$ cat src/rtl/stack_eval_pkg.sv
package stack_eval_pkg;
   typedef enum logic [1:0] {
      OP_LOAD  = 2'b00,
      OP_STORE = 2'b01,
      OP_ADD   = 2'b10,
      OP_MUL   = 2'b11
   } op_e;
endpackage

$ cat src/rtl/stack_eval_alu.sv
module stack_eval_alu #(
   parameter int DATA_W       = 16,
   parameter bit WIDE_PRODUCT = 1'b0
) (
   input  logic              is_mul,
   input  logic [DATA_W-1:0] opa,
   input  logic [DATA_W-1:0] opb,
   output logic [DATA_W-1:0] result
);
   logic [DATA_W-1:0] prod;

   generate
      if (WIDE_PRODUCT) begin : g_wide
         logic [2*DATA_W-1:0] full;
         assign full = {{DATA_W{1'b0}}, opa} * {{DATA_W{1'b0}}, opb};
         assign prod = full[DATA_W-1:0];
      end else begin : g_narrow
         assign prod = opa * opb;
      end
   endgenerate

   always_comb begin
      if (is_mul) result = prod;
      else        result = opa + opb;
   end
endmodule

$ cat src/rtl/stack_eval_stack.sv
module stack_eval_stack #(
   parameter int  DATA_W = 16,
   parameter int  DEPTH  = 32,
   localparam int CW     = $clog2(DEPTH + 1),
   localparam int IW     = $clog2(DEPTH)
) (
   input  logic              clk,
   input  logic              rst_n,
   input  logic              push,
   input  logic              pop,
   input  logic              merge,
   input  logic [DATA_W-1:0] push_data,
   input  logic [DATA_W-1:0] merge_data,
   output logic [CW-1:0]     count,
   output logic [DATA_W-1:0] top,
   output logic [DATA_W-1:0] second
);
   logic [DATA_W-1:0] ent [DEPTH];
   logic [CW-1:0]     cnt;
   logic [IW-1:0]     i_new, i_top, i_sec;

   assign i_new = IW'(cnt);
   assign i_top = IW'(cnt - CW'(1));
   assign i_sec = IW'(cnt - CW'(2));

   always_ff @(posedge clk) begin
      if (push)       ent[i_new] <= push_data;
      else if (merge) ent[i_sec] <= merge_data;
   end

   always_ff @(posedge clk or negedge rst_n) begin
      if (!rst_n)              cnt <= '0;
      else if (push)           cnt <= cnt + CW'(1);
      else if (pop || merge)   cnt <= cnt - CW'(1);
   end

   assign count  = cnt;
   assign top    = (cnt == '0)     ? '0 : ent[i_top];
   assign second = (cnt < CW'(2))  ? '0 : ent[i_sec];
endmodule

$ cat src/rtl/stack_eval_dmem.sv
module stack_eval_dmem #(
   parameter int  DATA_W = 16,
   parameter int  WORDS  = 16,
   localparam int AW     = $clog2(WORDS)
) (
   input  logic              clk,
   input  logic              we,
   input  logic [AW-1:0]     waddr,
   input  logic [DATA_W-1:0] wdata,
   input  logic [AW-1:0]     raddr_a,
   output logic [DATA_W-1:0] rdata_a,
   input  logic [AW-1:0]     raddr_b,
   output logic [DATA_W-1:0] rdata_b
);
   logic [DATA_W-1:0] words [WORDS];

   always_ff @(posedge clk) begin
      if (we) words[waddr] <= wdata;
   end

   assign rdata_a = words[raddr_a];
   assign rdata_b = words[raddr_b];
endmodule

$ cat src/rtl/stack_eval.sv
module stack_eval
   import stack_eval_pkg::*;
#(
   parameter int  DATA_W       = 16,
   parameter int  DEPTH        = 32,
   parameter int  MEM_WORDS    = 16,
   parameter bit  WIDE_PRODUCT = 1'b0,
   localparam int AW           = $clog2(MEM_WORDS),
   localparam int CW           = $clog2(DEPTH + 1)
) (
   input  logic              clk,
   input  logic              rst_n,
   input  logic              instr_valid,
   output logic              instr_ready,
   input  logic [1:0]        instr_op,
   input  logic [AW-1:0]     instr_addr,
   input  logic              mem_we,
   input  logic [AW-1:0]     mem_addr,
   input  logic [DATA_W-1:0] mem_wdata,
   output logic [DATA_W-1:0] mem_rdata,
   output logic [CW-1:0]     stack_ptr,
   output logic [DATA_W-1:0] stack_top,
   output logic              overflow,
   output logic              underflow
);
   generate
      if (DEPTH < 2 || (DEPTH & (DEPTH - 1)) != 0) begin : g_bad_depth
         $error("stack_eval: DEPTH must be a power of two and at least 2");
      end
      if (MEM_WORDS < 2 || (MEM_WORDS & (MEM_WORDS - 1)) != 0) begin : g_bad_words
         $error("stack_eval: MEM_WORDS must be a power of two and at least 2");
      end
      if (DATA_W < 1) begin : g_bad_width
         $error("stack_eval: DATA_W must be positive");
      end
   endgenerate

   logic          busy_q;
   op_e           op_q;
   logic [AW-1:0] addr_q;
   logic          accept;

   logic [CW-1:0]     count;
   logic [DATA_W-1:0] top, second, load_word, alu_res;
   logic              do_push, do_pop, do_merge, set_ovf, set_udf;
   logic              is_arith, full, empty;
   logic              dm_we;
   logic [AW-1:0]     dm_waddr;
   logic [DATA_W-1:0] dm_wdata;

   assign instr_ready = !busy_q;
   assign accept      = instr_valid && !busy_q;

   always_ff @(posedge clk or negedge rst_n) begin
      if (!rst_n) begin
         busy_q <= 1'b0;
         op_q   <= OP_LOAD;
         addr_q <= '0;
      end else begin
         busy_q <= accept;
         if (accept) begin
            op_q   <= op_e'(instr_op);
            addr_q <= instr_addr;
         end
      end
   end

   assign full     = (count == CW'(DEPTH));
   assign empty    = (count == '0);
   assign is_arith = (op_q == OP_ADD) || (op_q == OP_MUL);

   always_comb begin
      do_push  = busy_q && (op_q == OP_LOAD)  && !full;
      set_ovf  = busy_q && (op_q == OP_LOAD)  &&  full;
      do_pop   = busy_q && (op_q == OP_STORE) && !empty;
      do_merge = busy_q && is_arith && (count >= CW'(2));
      set_udf  = busy_q && (((op_q == OP_STORE) && empty) ||
                            (is_arith && (count < CW'(2))));
   end

   always_ff @(posedge clk or negedge rst_n) begin
      if (!rst_n) begin
         overflow  <= 1'b0;
         underflow <= 1'b0;
      end else begin
         if (set_ovf) overflow  <= 1'b1;
         if (set_udf) underflow <= 1'b1;
      end
   end

   assign dm_we    = do_pop || mem_we;
   assign dm_waddr = do_pop ? addr_q : mem_addr;
   assign dm_wdata = do_pop ? top    : mem_wdata;

   stack_eval_dmem #(.DATA_W(DATA_W), .WORDS(MEM_WORDS)) u_dmem (
      .clk     (clk),
      .we      (dm_we),
      .waddr   (dm_waddr),
      .wdata   (dm_wdata),
      .raddr_a (addr_q),
      .rdata_a (load_word),
      .raddr_b (mem_addr),
      .rdata_b (mem_rdata)
   );

   stack_eval_alu #(.DATA_W(DATA_W), .WIDE_PRODUCT(WIDE_PRODUCT)) u_alu (
      .is_mul (op_q == OP_MUL),
      .opa    (second),
      .opb    (top),
      .result (alu_res)
   );

   stack_eval_stack #(.DATA_W(DATA_W), .DEPTH(DEPTH)) u_stack (
      .clk        (clk),
      .rst_n      (rst_n),
      .push       (do_push),
      .pop        (do_pop),
      .merge      (do_merge),
      .push_data  (load_word),
      .merge_data (alu_res),
      .count      (count),
      .top        (top),
      .second     (second)
   );

   assign stack_ptr = count;
   assign stack_top = top;
endmodule

$ cat config.mk
export PLATFORM = sky130hd
export DESIGN_NAME = stack_eval
export DESIGN_NICKNAME = d
export VERILOG_FILES = /design/src/rtl/stack_eval_pkg.sv /design/src/rtl/stack_eval_alu.sv /design/src/rtl/stack_eval_stack.sv /design/src/rtl/stack_eval_dmem.sv /design/src/rtl/stack_eval.sv
export SDC_FILE = /design/constraint.sdc
export NUM_CORES = 1
export LEC_CHECK = 0
export ABC_AREA = 0
export BUFFER_PORTS_ARGS = -buffer_cell sky130_fd_sc_hd__buf_2
export CORE_ASPECT_RATIO = 0.7
export CORE_MARGIN = 3
export CORE_UTILIZATION = 40
export CTS_BUF_LIST = sky130_fd_sc_hd__clkbuf_4 sky130_fd_sc_hd__clkbuf_8 sky130_fd_sc_hd__clkbuf_16
export CTS_CLUSTER_SIZE = 24
export DETAILED_ROUTE_END_ITERATION = 8
export HOLD_SLACK_MARGIN = 0.02
export PLACE_DENSITY = 0.54
export SYNTH_ARGS = -nofsm -noshare
export SYNTH_HDL_FRONTEND = slang
export SYNTH_SLANG_ARGS = --single-unit
$ cat constraint.sdc
create_clock -name clk -period 22.7 [get_ports clk]
set_clock_uncertainty 0.2 [all_clocks]
set_input_delay 3.405 -clock clk [delete_from_list [all_inputs] [get_ports clk]]
set_output_delay 3.405 -clock clk [all_outputs]
set_load 0.05 [all_outputs]
==> results.yml <==
status:
  status: "finished clean"
yosys:
  synth_common_cells: "768 x edfxtp_1, 427 x mux4_2, 196 x nand2_1"
  synth_area_leaders: "edfxtp_1 56%, mux4_2 23%, fa_1 3.9%"
  synth_flop_cell: "edfxtp_1"
  ys_types: 73
  syn_nets: 2595
  ys_seq_elements: 783
  synth_top_area_cell: "edfxtp_1"
  syn_inst: 2413
  synth_top_area_share_pct: 55.6
  async_flop_share_pct: 1.92
  ys.warnings.count: 0
  avgSynthCellArea_um2: 17.2
  synth.most_common_cell: "edfxtp_1"
  synth_edf_count: 768
  syn_area_um2: 41500
  yosysSeqAreaShare_pct: 56.5
critical_path:
  r2r-end: "u_stack.ent[24][15]$_DFFE_PP_"
  cp_top_family: "compound AO/OA/AOI/OAI gates"
  worstSetupPathType: "reg -> reg"
  ff2ff_setup_slack_ns: 10.45
  required_ns: 22.83
  worst_r2r_path_depth: 29
  cp.arrival_ns: 12.38
  crit_path_top_delay_cell: "a32oi_2"
  cp_num_cells: 29
  cp_num_buf_inv: 6
  r2r-start: "u_stack.count[1]$_DFFE_PN0P_"
  cp-endpoint: "u_stack.ent[24][15]$_DFFE_PP_"
  critPathCaptureType: "flop"
  startpoint: "u_stack.count[1]$_DFFE_PN0P_"
  crit_fanout: 44
  worstSetupStartpointType: "flop"
  critPathMaxStageDelay_ns: 1.04
floorplan:
  num_rows: 98
  die_x_um: 391
  dieArea_um2: 108000
  num_io_pins: 71
  coreArea_um2: 103000
  die_y_um: 275
  start_util_pct: 40.5
detailed_routing:
  ant_nets: 0
  viasPerCell: 6.28
  first_pass_iters: 5
  wl_per_cell_um: 32.4
  finalWirelength_mm: 127
  drtIter0Drc: 2900
  vias: 24600
  drc_errors: 0
sta:
  fmax_mhz: 81.6
  fin_setup_tns_ns: 0
  fin_crit_sh_pct: 54.0
  relSlewSlack_pct: 10.8
  maxSlewViolCount: 0
  min_period_ns: 12.25
  rsz0062_at_grt: "false"
  finalSetupViolCount: 0
  hold_viol_final: 0
  fin_ws_ns: 10.45
  worstMarginPinSlew_ns: 1.34
final_layout:
  fin_cells: 3917
  diodes: 0
  syn_to_final_growth_pct: 11.7
  nets: 2687
  nFillCells: 8803
  layout-drive-gt1-share_pct: 31.8
clock_tree:
  clock_sinks: 783
  worstSkewPairLatency_ns: 0.67
  cts_setup_buffers: 0
  htreeDepth: 3
  clk_pin_slew_ns: 0.07
  ctsHoldBuffers: 0
  numCtsBuffers: 78
  cts_tree: "built"
  root_buffer: "clkbuf_16"
  clock_path_buffers: 3
  ctsResizeCount: 0
global_route:
  antenna_found_initial: 3
  grt_pass1_vias: 24600
  track_usage_pct: 23.6
  grt_pass1_wl_mm: 181
  grt_max_degree: 97
  grt-ovfl-total: 0
place:
  port_buffers: 70
  dp_slack_ns: 10.57
  dp.cells: 3775
  gp_congestion: 0.884
  hpwlAfterDp_mm: 82.5
min_path:
  hold_start: "underflow$_DFFE_PN0P_"
  hp-class: "reg -> reg"
job:
  drv_cap: 0
==> cell usage in the layout (no fill, tap or decap), drive strengths merged, types with 6 or more instances in the layout <==
cell / synthesis / layout
edfxtp: 768 / 768
mux4: 433 / 433
nand2: 196 / 196
inv: 157 / 160
buf: 92 / 157
nor2: 146 / 146
clkbuf: 53 / 99
fa: 80 / 80
ha: 72 / 72
mux2i: 49 / 49
o21ai: 47 / 47
a21oi: 46 / 46
xnor2: 45 / 45
nand3: 39 / 39
clkinv: 2 / 33
dfrtp: 15 / 15
a31oi: 14 / 14
xor2: 14 / 14
a21o: 12 / 12
a221oi: 10 / 10
and3: 9 / 9
o21bai: 9 / 9
nor2b: 8 / 8
mux2: 8 / 8
a22oi: 8 / 8
o22ai: 7 / 7
nor3: 7 / 7
a32oi: 7 / 7
bufinv: 0 / 6
==> metrics by stage <==
step	utilization, %	hold slack, ns	cell area, um2
final	45.2	0.265	46300
after global routing	45.2	0.287	46300
after CTS	45.2	0.268	46300
after detailed placement	42.7	0.247	43800
after global placement	42.7	0.238	43800
after floorplan	-	0.316	41500
==> worst min path at each step <==
stage               cells past startpoint               endpoint
finish                                  1  underflow$_DFFE_PN0P_
global route                            1  underflow$_DFFE_PN0P_
CTS                                     1  underflow$_DFFE_PN0P_
detailed placement                      1  underflow$_DFFE_PN0P_
global placement                        1  underflow$_DFFE_PN0P_
floorplan                               1  underflow$_DFFE_PN0P_
==> worst reg2reg max path, delay by kind of cell (launching register included) <==
family,cells,cell delay [ns]
fa+ha+maj,9,3.91
xor+xnor,3,0.86
simple gates,2,0.39
buf+inv,6,1.60
flops,1,0.77
compound gates,9,4.18
==> routing by layer <==
metal	part of all wire (%)	vias to the layer above	track usage, %	routed length (um)
met5	0.010	-	0	13
met4	1.7	2	4.44	2120
met3	9.4	155	5.73	12000
met2	45	1211	35.0	56700
met1	44	13400	35.8	56200
li1	-	9835	-	-
==> state kept, by name, summed over array words and instances, names as in the netlist <==
| name | cells |
|---|---|
| u_stack.ent | 512 |
| op_q | 2 |
| u_dmem.words | 256 |
| underflow | 1 |
| busy_q | 1 |
| u_stack.count | 6 |
| addr_q | 4 |
| overflow | 1 |
==> layout make-up <==
| class | count | area [um2] | area share [%] |
|---|---|---|---|
| clock buffer | 99 | 2140 | 4.63 |
| clock inverter | 43 | 434 | 0.937 |
| inverter | 159 | 597 | 1.29 |
| multi-input combinational | 1326 | 17000 | 36.7 |
| sequential | 783 | 23500 | 50.6 |
| tap | 1350 | 1690 | 3.64 |
| timing repair buffer | 157 | 1020 | 2.20 |
==> cells by family after synthesis <==
| group | after synthesis | share of synthesized area (%) |
|---|---|---|
| multiplexers | 490 | 25.0 |
| adder cells (fa/ha/maj) | 152 | 6.03 |
| flip-flops | 783 | 56.5 |
| AND/OR/NAND/NOR | 431 | 4.38 |
| AO/OA/AOI/OAI | 190 | 3.10 |
| XOR/XNOR | 63 | 1.50 |
| buffers and inverters | 304 | 3.55 |
Power is not shown: default switching activity piles up to over one toggle a cycle in this logic, so the estimate is an artifact.
